===== config.mk =====
export PLATFORM = sky130hd
export DESIGN_NAME = sdram_bank_tracker
export DESIGN_NICKNAME = d
export VERILOG_FILES = /design/src/rtl/sbt_pkg.sv /design/src/rtl/sbt_delay_cnt.sv /design/src/rtl/sbt_burst_gen.sv /design/src/rtl/sbt_cmd_gate.sv /design/src/rtl/sdram_bank_tracker.sv
export SDC_FILE = /design/constraint.sdc
export NUM_CORES = 1
export LEC_CHECK = 0
export CORE_ASPECT_RATIO = 0.5
export CORE_MARGIN = 3
export CORE_UTILIZATION = 54
export CTS_BUF_LIST = sky130_fd_sc_hd__clkbuf_4 sky130_fd_sc_hd__clkbuf_8
export CTS_CLUSTER_SIZE = 16
export DETAILED_ROUTE_END_ITERATION = 7
export PLACE_DENSITY = 0.87
export SLEW_MARGIN = 10
export SYNTH_ARGS = -nofsm -noshare
export SYNTH_HDL_FRONTEND = slang
export SYNTH_SLANG_ARGS = --single-unit

===== constraint.sdc =====
create_clock -name clk_i -period 2.4 [get_ports clk_i]
set_input_delay 0.24 -clock clk_i [delete_from_list [all_inputs] [get_ports clk_i]]
set_output_delay 0.24 -clock clk_i [all_outputs]
set_load 0.005 [all_outputs]

===== src/rtl/sbt_pkg.sv =====
package sbt_pkg;
  typedef enum logic [1:0] {
    SBT_ACT = 2'd0,
    SBT_RD  = 2'd1,
    SBT_WR  = 2'd2,
    SBT_PRE = 2'd3
  } sbt_cmd_e;

  // timer slots
  localparam int unsigned TMR_RCD = 0;
  localparam int unsigned TMR_RAS = 1;
  localparam int unsigned TMR_RP  = 2;
  localparam int unsigned TMR_RC  = 3;
  localparam int unsigned TMR_NUM = 4;
endpackage


===== src/rtl/sbt_delay_cnt.sv =====
module sbt_delay_cnt #(
  parameter int unsigned W = 5
) (
  input  logic         clk_i,
  input  logic         rst_ni,
  input  logic         load_i,
  input  logic [W-1:0] val_i,
  output logic         done_o
);
  logic [W-1:0] cnt_q;

  always_ff @(posedge clk_i or negedge rst_ni) begin
    if (!rst_ni)            cnt_q <= '0;
    else if (load_i)        cnt_q <= val_i;
    else if (cnt_q != '0)   cnt_q <= cnt_q - 1'b1;
  end

  assign done_o = (cnt_q == '0);
endmodule


===== src/rtl/sbt_burst_gen.sv =====
module sbt_burst_gen #(
  parameter int unsigned CNT_W     = 4,
  parameter int unsigned BURST_LEN = 4
) (
  input  logic             clk_i,
  input  logic             rst_ni,
  input  logic             start_i,
  input  logic [CNT_W-1:0] cl_i,
  output logic             busy_o,
  output logic             valid_o
);
  localparam int unsigned BW = CNT_W + $clog2(BURST_LEN + 1) + 1;

  logic [BW-1:0] cnt_q;
  logic [BW-1:0] load_val;

  // remaining cycles until burst end; data window is the last BURST_LEN counts
  assign load_val = BW'(cl_i) + BW'(BURST_LEN - 1);

  always_ff @(posedge clk_i or negedge rst_ni) begin
    if (!rst_ni)           cnt_q <= '0;
    else if (start_i)      cnt_q <= load_val;
    else if (cnt_q != '0)  cnt_q <= cnt_q - 1'b1;
  end

  assign busy_o  = (cnt_q != '0);
  assign valid_o = busy_o && (cnt_q <= BW'(BURST_LEN));
endmodule


===== src/rtl/sbt_cmd_gate.sv =====
module sbt_cmd_gate
  import sbt_pkg::*;
(
  input  logic     cmd_valid_i,
  input  sbt_cmd_e cmd_i,
  input  logic     bank_open_i,
  input  logic     rcd_done_i,
  input  logic     ras_done_i,
  input  logic     rp_done_i,
  input  logic     rc_done_i,
  input  logic     burst_busy_i,
  output logic     act_ok_o,
  output logic     rd_ok_o,
  output logic     wr_ok_o,
  output logic     pre_ok_o,
  output logic     acc_act_o,
  output logic     acc_rd_o,
  output logic     acc_pre_o,
  output logic     viol_o
);
  logic cmd_ok;

  always_comb begin
    act_ok_o = !bank_open_i && rp_done_i && rc_done_i;
    rd_ok_o  = bank_open_i && rcd_done_i && !burst_busy_i;
    wr_ok_o  = bank_open_i && rcd_done_i && !burst_busy_i;
    pre_ok_o = bank_open_i && ras_done_i && !burst_busy_i;
    unique case (cmd_i)
      SBT_ACT: cmd_ok = act_ok_o;
      SBT_RD:  cmd_ok = rd_ok_o;
      SBT_WR:  cmd_ok = wr_ok_o;
      default: cmd_ok = pre_ok_o;
    endcase
    acc_act_o = cmd_valid_i && cmd_ok && (cmd_i == SBT_ACT);
    acc_rd_o  = cmd_valid_i && cmd_ok && (cmd_i == SBT_RD);
    acc_pre_o = cmd_valid_i && cmd_ok && (cmd_i == SBT_PRE);
    viol_o    = cmd_valid_i && !cmd_ok;
  end
endmodule


===== src/rtl/sdram_bank_tracker.sv =====
module sdram_bank_tracker
  import sbt_pkg::*;
#(
  parameter int unsigned ROW_W     = 13,
  parameter int unsigned CNT_W     = 4,
  parameter int unsigned BURST_LEN = 4
) (
  input  logic             clk_i,
  input  logic             rst_ni,
  input  logic             cmd_valid_i,
  input  logic [1:0]       cmd_i,
  input  logic [ROW_W-1:0] row_i,
  input  logic [CNT_W-1:0] trcd_i,
  input  logic [CNT_W-1:0] cas_lat_i,
  input  logic [CNT_W-1:0] tras_i,
  input  logic [CNT_W-1:0] trp_i,
  output logic             act_ok_o,
  output logic             rd_ok_o,
  output logic             wr_ok_o,
  output logic             pre_ok_o,
  output logic             violation_o,
  output logic             bank_open_o,
  output logic [ROW_W-1:0] open_row_o,
  output logic             rd_valid_o
);
  localparam int unsigned TW = CNT_W + 1;

  logic             acc_act, acc_rd, acc_pre;
  logic             burst_busy;
  logic [TMR_NUM-1:0] tmr_load, tmr_done;
  logic [TW-1:0]    tmr_val [TMR_NUM];
  logic             open_q;
  logic [ROW_W-1:0] row_q;

  function automatic logic [TW-1:0] less_one(input logic [TW-1:0] x);
    return (x == '0) ? '0 : x - 1'b1;
  endfunction

  // a timer loaded with N-1 at the accepting edge permits the command N cycles later
  always_comb begin
    tmr_val[TMR_RCD]  = less_one(TW'(trcd_i));
    tmr_val[TMR_RAS]  = less_one(TW'(tras_i));
    tmr_val[TMR_RP]   = less_one(TW'(trp_i));
    tmr_val[TMR_RC]   = less_one(TW'(tras_i) + TW'(trp_i));
    tmr_load[TMR_RCD] = acc_act;
    tmr_load[TMR_RAS] = acc_act;
    tmr_load[TMR_RP]  = acc_pre;
    tmr_load[TMR_RC]  = acc_act;
  end

  for (genvar g = 0; g < TMR_NUM; g++) begin : g_tmr
    sbt_delay_cnt #(.W(TW)) u_tmr (
      .clk_i  (clk_i),
      .rst_ni (rst_ni),
      .load_i (tmr_load[g]),
      .val_i  (tmr_val[g]),
      .done_o (tmr_done[g])
    );
  end

  sbt_burst_gen #(.CNT_W(CNT_W), .BURST_LEN(BURST_LEN)) u_burst (
    .clk_i   (clk_i),
    .rst_ni  (rst_ni),
    .start_i (acc_rd),
    .cl_i    (cas_lat_i),
    .busy_o  (burst_busy),
    .valid_o (rd_valid_o)
  );

  sbt_cmd_gate u_gate (
    .cmd_valid_i  (cmd_valid_i),
    .cmd_i        (sbt_cmd_e'(cmd_i)),
    .bank_open_i  (open_q),
    .rcd_done_i   (tmr_done[TMR_RCD]),
    .ras_done_i   (tmr_done[TMR_RAS]),
    .rp_done_i    (tmr_done[TMR_RP]),
    .rc_done_i    (tmr_done[TMR_RC]),
    .burst_busy_i (burst_busy),
    .act_ok_o     (act_ok_o),
    .rd_ok_o      (rd_ok_o),
    .wr_ok_o      (wr_ok_o),
    .pre_ok_o     (pre_ok_o),
    .acc_act_o    (acc_act),
    .acc_rd_o     (acc_rd),
    .acc_pre_o    (acc_pre),
    .viol_o       (violation_o)
  );

  always_ff @(posedge clk_i or negedge rst_ni) begin
    if (!rst_ni) begin
      open_q <= 1'b0;
      row_q  <= '0;
    end else if (acc_act) begin
      open_q <= 1'b1;
      row_q  <= row_i;
    end else if (acc_pre) begin
      open_q <= 1'b0;
    end
  end

  assign bank_open_o = open_q;
  assign open_row_o  = row_q;
endmodule


[Word level (Yosys, flattened, before mapping)]
Cells that the tools add are included.
Cells by class
  $add $sub $neg: 11
  multipliers: 0
  eq/ne operators: 3
  reduce and logical (&&, ||, !) cells: 36
  order comparisons: 1
  shift-type cells: 0
  div/mod/pow operators: 0
  bitwise gates (word level): 0
  mux-type cells: 17
Operators by type and width (count)
  two-way mux 5 bit: 12
  zero test 5 bit: 5
  subtractor 5 x 1 -> 5 bit, second input constant: 5
  nonzero test 5 bit: 4
  two-way mux 8 bit: 2
  subtractor 4 x 1 -> 5 bit, second input constant: 3
  logical AND 1 bit: 12
  zero test 4 bit: 3
  nonzero test 2 bit: 6
  less-or-equal comparator 8 x 3 -> 1 bit, second input constant: 1
  nonzero test 8 bit: 1
  subtractor 8 x 1 -> 8 bit, second input constant: 1
  adder 4 x 2 -> 5 bit, second input constant: 1
  adder 4 x 4 -> 5 bit: 1
  == test 2 bit, second input constant: 2
  zero test 1 bit: 3
  == test 2 x 1 -> 1 bit, second input constant: 1
  zero test 2 bit: 1
  two-way mux 1 bit: 2
  one-hot mux 1 bit (2 select lines): 1
  OR reduction 2 bit: 1
Storage, ports and cells
  RAM bits: 0
  input bits: 34
  register bits after elaboration: 42
  output and inout bits: 20
  latch bits: 0
  word-level logic and storage cells: 75
  memories kept: 0
  memory bits (read-only): 0

[Longest topological paths before layout]
Gate-level depths: netlist of the first run.
  depth in word-level cells: 8
  depth in mapped cells: 9
  mapped depth without buffers: 8

[Hierarchy]
A second synthesis of the first run with hierarchy kept.
Unflattened totals
  cell total of the unflattened synthesis: 275
  area, all modules: 2741.4 um2
Modules (own cells, without submodules)
  sbt_delay_cnt: times used 4, area an instance 279.0 um2, sequential area each 125.1 um2, cells each 27
  sdram_bank_tracker: times used 1, area an instance 883.3 um2, sequential area each 350.3 um2, cells each 87
  sbt_burst_gen: times used 1, area an instance 573.0 um2, sequential area each 200.2 um2, cells each 59
  sbt_cmd_gate: times used 1, area an instance 168.9 um2, sequential area each 0.0 um2, cells each 21

[Worst setup path before layout of the first run]
OpenSTA, ideal clock, no wires.
  path kind: register to register
  from: register g_tmr[1].u_tmr.cnt_q[0]
  to: register u_burst.cnt_q[2]
  path slack: 0.344 ns
  period minus slack after synthesis: 2.056 ns
  data arrival time: 1.932 ns
  data required time: 2.275 ns
  setup time: 0.125 ns
  path buffers: 1
  stages on the path, launching flop included: 9
  path through: dfrtp_1 > inv_1 > ha_1 > nor4b_4 > a22oi_2 > o21ai_0 > and3_1 > buf_2 > mux2_2
On the way
  word-level cells in the longest chain between the ends: 7
  elaborated cells between the ends (all ways): 8
  those cells by class: mux (2); reduce/logical (6)
RTL lines
  start: declaration: RTL line sbt_delay_cnt.sv:10  | logic [W-1:0] cnt_q;
  start signal: assignment: RTL line sbt_delay_cnt.sv:14  | else if (load_i) cnt_q <= val_i;
  start signal: assignment: RTL line sbt_delay_cnt.sv:15  | else if (cnt_q != '0) cnt_q <= cnt_q - 1'b1;
  zero test 5 bit (*): RTL line sbt_delay_cnt.sv:18  | assign done_o = (cnt_q == '0);
  logical AND 1 bit (*) (2 in a row): RTL line sbt_cmd_gate.sv:27  | pre_ok_o = bank_open_i && ras_done_i && !burst_busy_i;
  one-hot mux 1 bit (2 select lines) (*): RTL line sbt_cmd_gate.sv:28  | unique case (cmd_i)
  logical AND 1 bit (*) (2 in a row): RTL line sbt_cmd_gate.sv:35  | acc_rd_o = cmd_valid_i && cmd_ok && (cmd_i == SBT_RD);
  two-way mux 8 bit or nonzero test 2 bit (tied branches)
  end signal: assignment: RTL line sbt_burst_gen.sv:22  | else if (start_i) cnt_q <= load_val;
  end signal: assignment: RTL line sbt_burst_gen.sv:23  | else if (cnt_q != '0) cnt_q <= cnt_q - 1'b1;
  end: declaration: RTL line sbt_burst_gen.sv:14  | logic [BW-1:0] cnt_q;
Every way passes the cells marked *; elsewhere a longest branch is shown, timed or not.
A chain may end at the register's enable or synchronous reset.

[Worst setup path after layout of the first run]
  from: register g_tmr[2].u_tmr.cnt_q[0]
  to: output violation_o
On the way
  word-level cells in the longest chain between the ends: 6
RTL lines
  start: declaration: RTL line sbt_delay_cnt.sv:10
  start signal: assignment: RTL line sbt_delay_cnt.sv:14
  start signal: assignment: RTL line sbt_delay_cnt.sv:15
  zero test 5 bit: RTL line sbt_delay_cnt.sv:18
  logical AND 1 bit (2 in a row): RTL line sbt_cmd_gate.sv:24  | act_ok_o = !bank_open_i && rp_done_i && rc_done_i;
  one-hot mux 1 bit (2 select lines): RTL line sbt_cmd_gate.sv:28
  zero test 1 bit: RTL line sbt_cmd_gate.sv:37  | viol_o = cmd_valid_i && !cmd_ok;
  logical AND 1 bit: RTL line sbt_cmd_gate.sv:37
  end: declaration: RTL line sdram_bank_tracker.sv:21  | output logic violation_o,
Every way passes these cells.

==> impl_metrics.csv, run 1 <==
group,metric,value,unit
status,status,"finished, final reports clean",
critical_path,arrival,2.13,ns
critical_path,reg2reg_slack,0.04,ns
cells_and_area,area_delta_synth_final,37.0,%
cells_and_area,final_common_cell,"nand2_1",
timing,setup_viol,0,
timing,worst_slew_pin_slew,0.995,ns
pwr,power.total,0.00353,W
critical_path,cp_num_cells,7,
logic_synthesis,syn_area,2830,sq um
timing,clock_skew,0.00827,ns
timing,rsz0062_at_grt,"true",
die,initial_core_util,60.0,%
logic_synthesis,yosysSeqAreaShare,37.1,%
clocking,cts_hold_buf,0,
critical_path,slowest_stage,"or4b_4",
cells_and_area,nets,469,
critical_path,cp.required,2.16,ns
cells_and_area,utilization,82.2,%
timing,hold_viol,0,
clocking,cts_tree,"yes",
routing,wire_per_inst,16.1,um
critical_path,crit_path_max_fanout,3,
critical_path,path_class,"register to primary output",
placed_design,dpl.hpwl,5.17,mm
cells_and_area,layout-drive-gt1-share,18.8,%
clocking,clockBufferDepth,2,
pwr,leakagePower,1.73,nW
global_route,groute.usage.overall,24.2,%
pwr,vdd_drop_max,740,uV
routing,via_per_inst,5.69,
critical_path,rr_worst_depth,10,
hold_path,hold_class,"input port to asynchronous set/reset pin",
routing,drc,0,
pwr,power.density,909,nW/um^2
critical_path,rr_endpoint,"g_tmr[2].u_tmr.cnt_q[2]",
logic_synthesis,synth_async_sr_flop_share,100,%
cells_and_area,fill_cells,297,
clocking,clk_pin_slew,0.09,ns
critical_path,cpLargestDelayFamily,"simple AND/OR/NAND/NOR gates",
logic_synthesis,synthCells,321,
global_route,antenna_found_initial,0,
global_route,grt_start_max_net_pins,43,
critical_path,critPathLaunchType,"register",
timing,slew_headroom,33.7,%
routing,drt_iter0_drc,192,
die,num_io_pins,54,
logic_synthesis,yosysWarnings,0,
critical_path,path_buf_inv,2,
die,die_h,57.2,um
clocking,h-tree-depth,2,
global_route,grt_pass1_wl,11.9,mm
logic_synthesis,postSynthRegisterBits,42,
critical_path,crit_end,"violation_o",
placed_design,io_buffers,53,
cells_and_area,final_cell_mix,"nand2_1, clkdlybuf4s50_1, dfrtp_1",
logic_synthesis,syn-num-nets,376,
clocking,clock_tree.root_cell,"clkbuf_8",
job,drv_cap,0,
die,rows,17,
clocking,cts_buffers,5,
global_route,overflow,0,
critical_path,r2r_start,"g_tmr[2].u_tmr.cnt_q[0]",
logic_synthesis,ys_types,45,
logic_synthesis,synth_edf_count,0,
timing,min_period,2.37,ns
cells_and_area,ff_latch_area,1050,sq um
critical_path,max_stage_delay,0.48,ns
critical_path,cp-startpoint,"g_tmr[2].u_tmr.cnt_q[0]",
timing,min_period_over_period,98.9,%
clocking,clock-sinks,42,
logic_synthesis,yosys_most_used_dff,"dfrtp_1",
routing,ant_nets,0,
timing,max_freq,421,MHz
critical_path,cp_cell_sequence,"inv_2 > ha_4 > or4b_4 > nor4b_4 > a2bb2oi_2 > and2_1 > clkbuf_2",
timing,setup_tns,0,ns
clocking,insertion_delay,0.30,ns
routing,dr_total_vias,2737,
die,core_area,4720,sq um
cells_and_area,antennaDiodeCount,0,
cells_and_area,multi_input_area,1720,sq um
die,die-area,6210,sq um
routing,wirelength,7.76,mm
global_route,grt_pass1_vias,2663,
die,chipWidth,108,um
routing,first_pass_iters,7,
placed_design,gp_congestion,0.850,
logic_synthesis,synth_area_per_cell,8.83,sq um
critical_path,endpoint_kind,"primary output",
timing,slew_violations,0,
## kinds of logic after synthesis
group | share of synthesized area [%]
simple gates | 26.4
fa+ha+maj | 9.54
buf+inv | 4.37
compound gates | 13.8
xor+xnor | 5.87
mux | 2.91
flops | 37.1
## power by group
part / internal, W / leakage, nW / switching (W)
sequential: 0.000974 / 0.526 / 0.000320
clock: 0.000322 / 0.0548 / 0.000260
combinational: 0.000851 / 1.15 / 0.000801
## sequential cells by signal, indices dropped and copies added (netlist names)
name	count
bank_open_o	1
g_tmr.u_tmr.cnt_q	20
open_row_o	13
u_burst.cnt_q	8
## worst min-delay path by stage
| stage | from | to | slack (ns) |
|---|---|---|---|
| floorplan | rst_ni | bank_open_o | -0.06 |
| global placement | rst_ni | u_burst.cnt_q[1] | 0.41 |
| detailed placement | rst_ni | u_burst.cnt_q[0] | 0.43 |
| CTS | rst_ni | u_burst.cnt_q[0] | 0.11 |
| global route | rst_ni | open_row_o[1] | 0.16 |
| finish | rst_ni | g_tmr[2].u_tmr.cnt_q[1] | 0.09 |
## per-stage QoR
stage	std cells	hold WS, ns	area (sq um)	setup WS [ns]
2_1_floorplan	321	-0.0556	2830	0.344
6_report	481	0.0928	3880	0.0259
3_5_place_dp	455	0.432	3590	-0.0440
5_1_grt	481	0.157	3880	-0.0562
4_1_cts	471	0.106	3800	-0.0446
3_3_place_gp	455	0.415	3590	-0.0125
## cell usage after synthesis, types with 2 or more instances
master / instances / area share (%)
a211oi_1: 3 / 0.79
a21o_1: 2 / 0.53
a21oi_1: 19 / 3.4
a2bb2oi_1: 2 / 0.62
and2_1: 3 / 0.66
buf_2: 3 / 0.53
buf_4: 4 / 1.1
dfrtp_1: 42 / 37
ha_1: 20 / 8.8
inv_1: 20 / 2.6
mux2_2: 2 / 0.79
mux2i_1: 6 / 2.1
nand2_1: 63 / 8.3
nand3_1: 5 / 0.88
nand4_1: 2 / 0.44
nor2_1: 23 / 3.0
nor2b_1: 5 / 1.1
nor3_1: 13 / 2.3
nor4_1: 3 / 0.66
nor4b_2: 3 / 1.6
nor4b_4: 3 / 2.5
o211ai_1: 3 / 0.79
o21ai_0: 21 / 3.7
o21ai_1: 2 / 0.35
o31ai_1: 4 / 1.1
or3_1: 9 / 2.0
xnor2_1: 16 / 4.9
xor2_1: 3 / 0.93
## layout make-up
| class | instances | share of cell area [%] |
|---|---|---|
| clock buffer | 6 | 1.97 |
| clock inverter | 2 | 0.967 |
| inverter | 20 | 1.93 |
| multi-input combinational | 251 | 44.2 |
| sequential | 42 | 27.1 |
| tap | 66 | 2.13 |
| timing repair buffer | 94 | 21.7 |
## routing by layer
layer  GRT usage [%]  wire length, um  vias up
li1                -                -     1291
met1            28.3             3130     1285
met2            44.2             3850      131
met3            5.88              565       30
met4            7.73              212        0
met5               0                0        -
## repair_timing
| action | in CTS | in global routing |
|---|---|---|
| gates resized for setup | 10 | 12 |
| pin swaps | 2 | 7 |
| hold endpoints to repair | 0 | 0 |
| setup endpoints to repair | 4 | 18 |
| buffers inserted | 8 | 11 |
No activity file was read; power rests on OpenSTA's default activity.
==> run 2: changes to the inputs <==
==> constraint.sdc (replaced) <==
create_clock -name clk_i -period 2.7 [get_ports clk_i]
set_input_delay 0.27 -clock clk_i [delete_from_list [all_inputs] [get_ports clk_i]]
set_output_delay 0.27 -clock clk_i [all_outputs]
set_load 0.005 [all_outputs]
==> impl_metrics.csv, run 2 (synthesis gave the netlist of run 1 again) <==
group,metric,value,unit
timing,worst_slew_pin_slew,0.926,ns
clocking,clockBufferDepth,2,
routing,dr_total_vias,2583,
cells_and_area,area_delta_synth_final,29.5,%
timing,slew_headroom,38.3,%
global_route,groute.usage.overall,24.1,%
cells_and_area,fill_cells,331,
cells_and_area,antennaDiodeCount,0,
global_route,grt_pass1_wl,11.8,mm
critical_path,arrival,2.27,ns
placed_design,dpl.hpwl,4.90,mm
critical_path,endpoint_kind,"primary output",
routing,met1_length,2.97,mm
die,num_io_pins,54,
die,core_area,4720,sq um
routing,wire_per_inst,15.6,um
die,rows,17,
routing,via_per_inst,5.66,
critical_path,rr_worst_depth,9,
global_route,antenna_found_initial,0,
timing,setup_tns,0,ns
clocking,insertion_delay,0.31,ns
timing,whs,0.0941,ns
die,chipWidth,108,um
clocking,clock_tree.root_cell,"clkbuf_8",
routing,first_pass_iters,6,
cells_and_area,largest_register_ffs,20,
clocking,h-tree-depth,2,
timing,max_freq,394,MHz
pwr,leakagePower,1.61,nW
timing,clock_skew,0.00590,ns
cells_and_area,layout-drive-gt1-share,11.0,%
cells_and_area,final_common_cell,"nand2_1",
routing,drc,0,
job,drv_cap,0,
timing,setup_viol,0,
timing,rsz0062_at_grt,"false",
critical_path,critPathLaunchType,"register",
routing,drt_iter0_drc,141,
cells_and_area,fin_cells,456,
critical_path,cp_cell_sequence,"inv_2 > ha_2 > or4b_4 > nor4b_4 > a2bb2oi_2 > and2_1 > dlymetal6s2s_1",
critical_path,crit_path_max_fanout,3,
critical_path,cp.required,2.43,ns
critical_path,rr_endpoint,"g_tmr[2].u_tmr.cnt_q[3]",
global_route,grt_start_max_net_pins,43,
routing,wl_met2,3.52,mm
timing,min_period,2.54,ns
clocking,clk_pin_slew,0.08,ns
global_route,grt_pass1_vias,2571,
cells_and_area,final_cell_mix,"nand2_1, clkdlybuf4s50_1, dfrtp_1",
placed_design,gp_congestion,0.879,
pwr,vdd_drop_max,466,uV
routing,dr_wl_met3,461,um
clocking,cts_tree,"yes",
critical_path,reg2reg_slack,0.30,ns
critical_path,path_class,"register to primary output",
cells_and_area,nets,444,
cells_and_area,utilization,77.7,%
timing,min_period_over_period,94.1,%
critical_path,r2r_start,"g_tmr[2].u_tmr.cnt_q[0]",
timing,hold_viol,0,
clocking,cts_hold_buf,0,
pwr,power.density,816,nW/um^2
critical_path,path_buf_inv,2,
status,status,"finished, final reports clean",
global_route,overflow,0,
die,die-area,6210,sq um
die,die_h,57.2,um
critical_path,slowest_stage,"or4b_4",
clocking,clock-sinks,42,
cells_and_area,largest_register,"g_tmr.u_tmr.cnt_q",
placed_design,dp.cells,442,
pwr,power.total,0.00299,W
critical_path,cpLargestDelayFamily,"simple AND/OR/NAND/NOR gates",
routing,ant_nets,0,
placed_design,io_buffers,53,
critical_path,max_stage_delay,0.50,ns
clocking,cts_buffers,5,
die,initial_core_util,60.0,%
routing,wirelength,7.11,mm
timing,slew_violations,0,
routing,top_layer,"met4",
hold_path,hold_class,"input port to asynchronous set/reset pin",
==> run 2: cell count changes in the layout (fill, tap and decap cells not counted), moves of 2 or more <==
| cell | previous run | this run |
|---|---|---|
| inv_2 | 5 | 2 |
| ha_2 | 4 | 1 |
| ha_1 | 15 | 19 |
| inv_1 | 15 | 18 |
| o21ai_0 | 19 | 21 |
| o21ai_1 | 4 | 2 |
| buf_4 | 40 | 15 |
==> run 2: worst reg2reg max path, stage by stage (launching register included) <==
cell and delay [ns]:
dfrtp_1 0.40, inv_2 0.07, ha_2 0.19, or4b_4 0.50, nor4b_4 0.39, a2bb2oi_2 0.11
buf_4 0.15, buf_4 0.14, o211ai_1 0.24, o21ai_1 0.10
==> run 2: how the worst max path moves through the flow <==
stage / startpoint / end / slack [ns] / cells past startpoint
floorplan: g_tmr[1].u_tmr.cnt_q[0] / u_burst.cnt_q[2] / 0.64 / 8
global placement: cmd_i[0] / violation_o / 0.16 / 8
detailed placement: cmd_i[0] / violation_o / 0.09 / 8
CTS: g_tmr[2].u_tmr.cnt_q[0] / violation_o / 0.003 / 7
global route: g_tmr[1].u_tmr.cnt_q[0] / pre_ok_o / 0.07 / 6
finish: g_tmr[2].u_tmr.cnt_q[0] / violation_o / 0.16 / 7
==> run 2: layer usage <==
metal | vias up | global-route usage, %
li1 | 1240 | -
met5 | - | 0
met2 | 110 | 43.8
met1 | 1211 | 28.8
met4 | 0 | 6.83
met3 | 22 | 5.42
==> run 2: where the power goes <==
part,switching [W],internal [W]
logic,0.000673,0.000662
clock network,0.000240,0.000277
registers,0.000276,0.000866
total,0.00119,0.00181
==> run 2: metrics by stage <==
stage / worst slack [ns] / cell area, sq um
6_report: 0.159 / 3670
4_1_cts: 0.00344 / 3650
5_1_grt: 0.0667 / 3670
3_5_place_dp: 0.0944 / 3490
3_3_place_gp: 0.157 / 3490
2_1_floorplan: 0.644 / 2830
==> run 2: cell type report <==
| class | count | area (sq um) | share of cell area, % |
|---|---|---|---|
| Clock buffer | 5 | 68.8 | 1.87 |
| Clock inverter | 3 | 43.8 | 1.19 |
| Inverter | 20 | 75.1 | 2.04 |
| Multi-Input combinational cell | 251 | 1690 | 46.0 |
| Sequential cell | 42 | 1050 | 28.6 |
| Tap cell | 66 | 82.6 | 2.25 |
| Timing Repair Buffer | 69 | 661 | 18.0 |
==> run 2: what timing repair did <==
action                                  CTS  global route
pin swaps                                 1             2
setup buffers                             3             3
resized for setup                         4             3
endpoints found under the setup margin    1             2
==> run 3: changes to the inputs <==
--- a/config.mk
+++ b/config.mk
@@ -7,11 +7,11 @@
 export LEC_CHECK = 0
 export CORE_ASPECT_RATIO = 0.5
 export CORE_MARGIN = 3
-export CORE_UTILIZATION = 54
-export CTS_BUF_LIST = sky130_fd_sc_hd__clkbuf_4 sky130_fd_sc_hd__clkbuf_8
+export CORE_UTILIZATION = 53
 export CTS_CLUSTER_SIZE = 16
 export DETAILED_ROUTE_END_ITERATION = 7
-export PLACE_DENSITY = 0.87
+export PLACE_DENSITY = 0.86
+export SKIP_CTS_REPAIR_TIMING = 1
 export SLEW_MARGIN = 10
 export SYNTH_ARGS = -nofsm -noshare
 export SYNTH_HDL_FRONTEND = slang
==> impl_metrics.csv, run 3 (synthesis gave the netlist of run 1 again) <==
group,metric,value,unit
die,initial_core_util,56.2,%
global_route,grt_use_met1,27.2,%
routing,ant_nets,0,
timing,hold_viol,0,
clocking,insertion_delay,0.30,ns
cells_and_area,nets,444,
cells_and_area,antennaDiodeCount,0,
clocking,cts_tree,"yes",
timing,min_period,2.52,ns
global_route,groute.usage.overall,22.1,%
critical_path,cp.required,2.43,ns
pwr,vdd_drop_max,361,uV
clocking,clk_pin_slew,0.08,ns
die,chipWidth,109,um
timing,setup_tns,0,ns
critical_path,endpoint_kind,"primary output",
global_route,grt_pass1_wl,11.0,mm
job,drv_cap,0,
hold_path,hold_class,"input port to asynchronous set/reset pin",
timing,setup_slack,0.184,ns
cells_and_area,layout-drive-gt1-share,11.0,%
global_route,use_met2,39.5,%
placed_design,io_buffers,53,
critical_path,critPathLaunchType,"register",
timing,slew_headroom,36.6,%
critical_path,crit_path_max_fanout,5,
global_route,grt_start_max_net_pins,43,
timing,clock_skew,0.00591,ns
cells_and_area,final_common_cell,"nand2_1",
cells_and_area,final_cell_mix,"nand2_1, clkdlybuf4s50_1, dfrtp_1",
clocking,clock_tree.root_cell,"clkbuf_8",
pwr,power.total,0.00288,W
routing,wire_per_inst,15.1,um
placed_design,gp_congestion,0.902,
cells_and_area,largest_register,"g_tmr.u_tmr.cnt_q",
routing,drc,0,
timing,setup_viol,0,
routing,first_pass_iters,5,
global_route,antenna_found_initial,0,
routing,wirelength,6.93,mm
timing,rsz0062_at_grt,"false",
status,status,"finished, final reports clean",
routing,via_per_inst,5.48,
pwr,power.density,791,nW/um^2
pwr,leakagePower,1.60,nW
timing,worst_slew_pin_slew,0.951,ns
clocking,clock-sinks,42,
clocking,cts_buffers,5,
critical_path,arrival,2.25,ns
die,core_area,5040,sq um
die,num_io_pins,54,
clocking,h-tree-depth,2,
critical_path,path_class,"register to primary output",
die,rows,18,
timing,max_freq,397,MHz
timing,min_period_over_period,93.2,%
cells_and_area,area_delta_synth_final,28.7,%
routing,dr_total_vias,2521,
die,die_h,57.7,um
clocking,clockBufferDepth,2,
die,die-area,6310,sq um
global_route,grt_pass1_vias,2429,
placed_design,pre_cts_ws,0.0857,ns
placed_design,dpl.hpwl,4.92,mm
timing,slew_violations,0,
cells_and_area,largest_register_ffs,20,
global_route,top_usage_layer,"met2",
global_route,grt_use_met3,5.12,%
global_route,overflow,0,
routing,drt_iter0_drc,164,
-- run 3: changes by cell type in the layout (fill, tap and decap cells not counted), sizes merged --
| cell | delta |
|---|---|
| clkbuf | +1 |
| inv | -1 |
| clkinvlp | +1 |
| bufinv | -1 |
-- run 3: per-stage QoR --
step | util (%) | instance area [sq um] | instances | hold WS (ns)
2_1_floorplan | - | 2830 | 321 | -0.0256
3_3_place_gp | 68.9 | 3470 | 445 | 0.450
3_5_place_dp | 68.9 | 3470 | 445 | 0.455
4_1_cts | 70.8 | 3570 | 453 | 0.144
5_1_grt | 72.3 | 3650 | 460 | 0.191
6_report | 72.3 | 3650 | 460 | 0.110
-- run 3: power breakdown --
| part | total (W) | internal, W | switching (W) |
|---|---|---|---|
| Clock | 0.000436 | 0.000206 | 0.000230 |
| Combinational | 0.00129 | 0.000662 | 0.000631 |
| Sequential | 0.00116 | 0.000866 | 0.000290 |
-- run 3: worst max-delay path: stages (launching register included) --
cell             delay [ns]
dfrtp_1                0.40
inv_1                  0.12
ha_1                   0.23
nor4b_4                0.34
buf_4                  0.21
nor2b_1                0.13
clkdlybuf4s50_1        0.52
-- run 3: final timing paths --
path,startpoint,to,slack [ns],cells after the start
max,g_tmr[1].u_tmr.cnt_q[0],pre_ok_o,0.18,6
min,rst_ni,open_row_o[10],0.11,1
max reg2reg,g_tmr[0].u_tmr.cnt_q[0],u_burst.cnt_q[2],0.20,9
min reg2reg,open_row_o[3],open_row_o[3],0.47,2
max in group asynchronous,rst_ni,bank_open_o,2.00,1
min in group clk_i,open_row_o[3],open_row_o[3],0.47,2
-- run 3: layout make-up --
cell class                      instances  area [sq um]
Fill cell                             398          1400
Clock inverter                          2          12.5
Sequential cell                        42          1050
Timing Repair Buffer                   69           648
Tap cell                               70          87.6
Multi-Input combinational cell        251          1690
Clock buffer                            6          82.6
Inverter                               20          75.1
-- run 3: routing by layer --
layer | routed length, um | vias to the layer above
met3 | 385 | 4
li1 | - | 1245
met5 | 0 | -
met2 | 3480 | 66
met4 | 46 | 0
met1 | 3020 | 1206
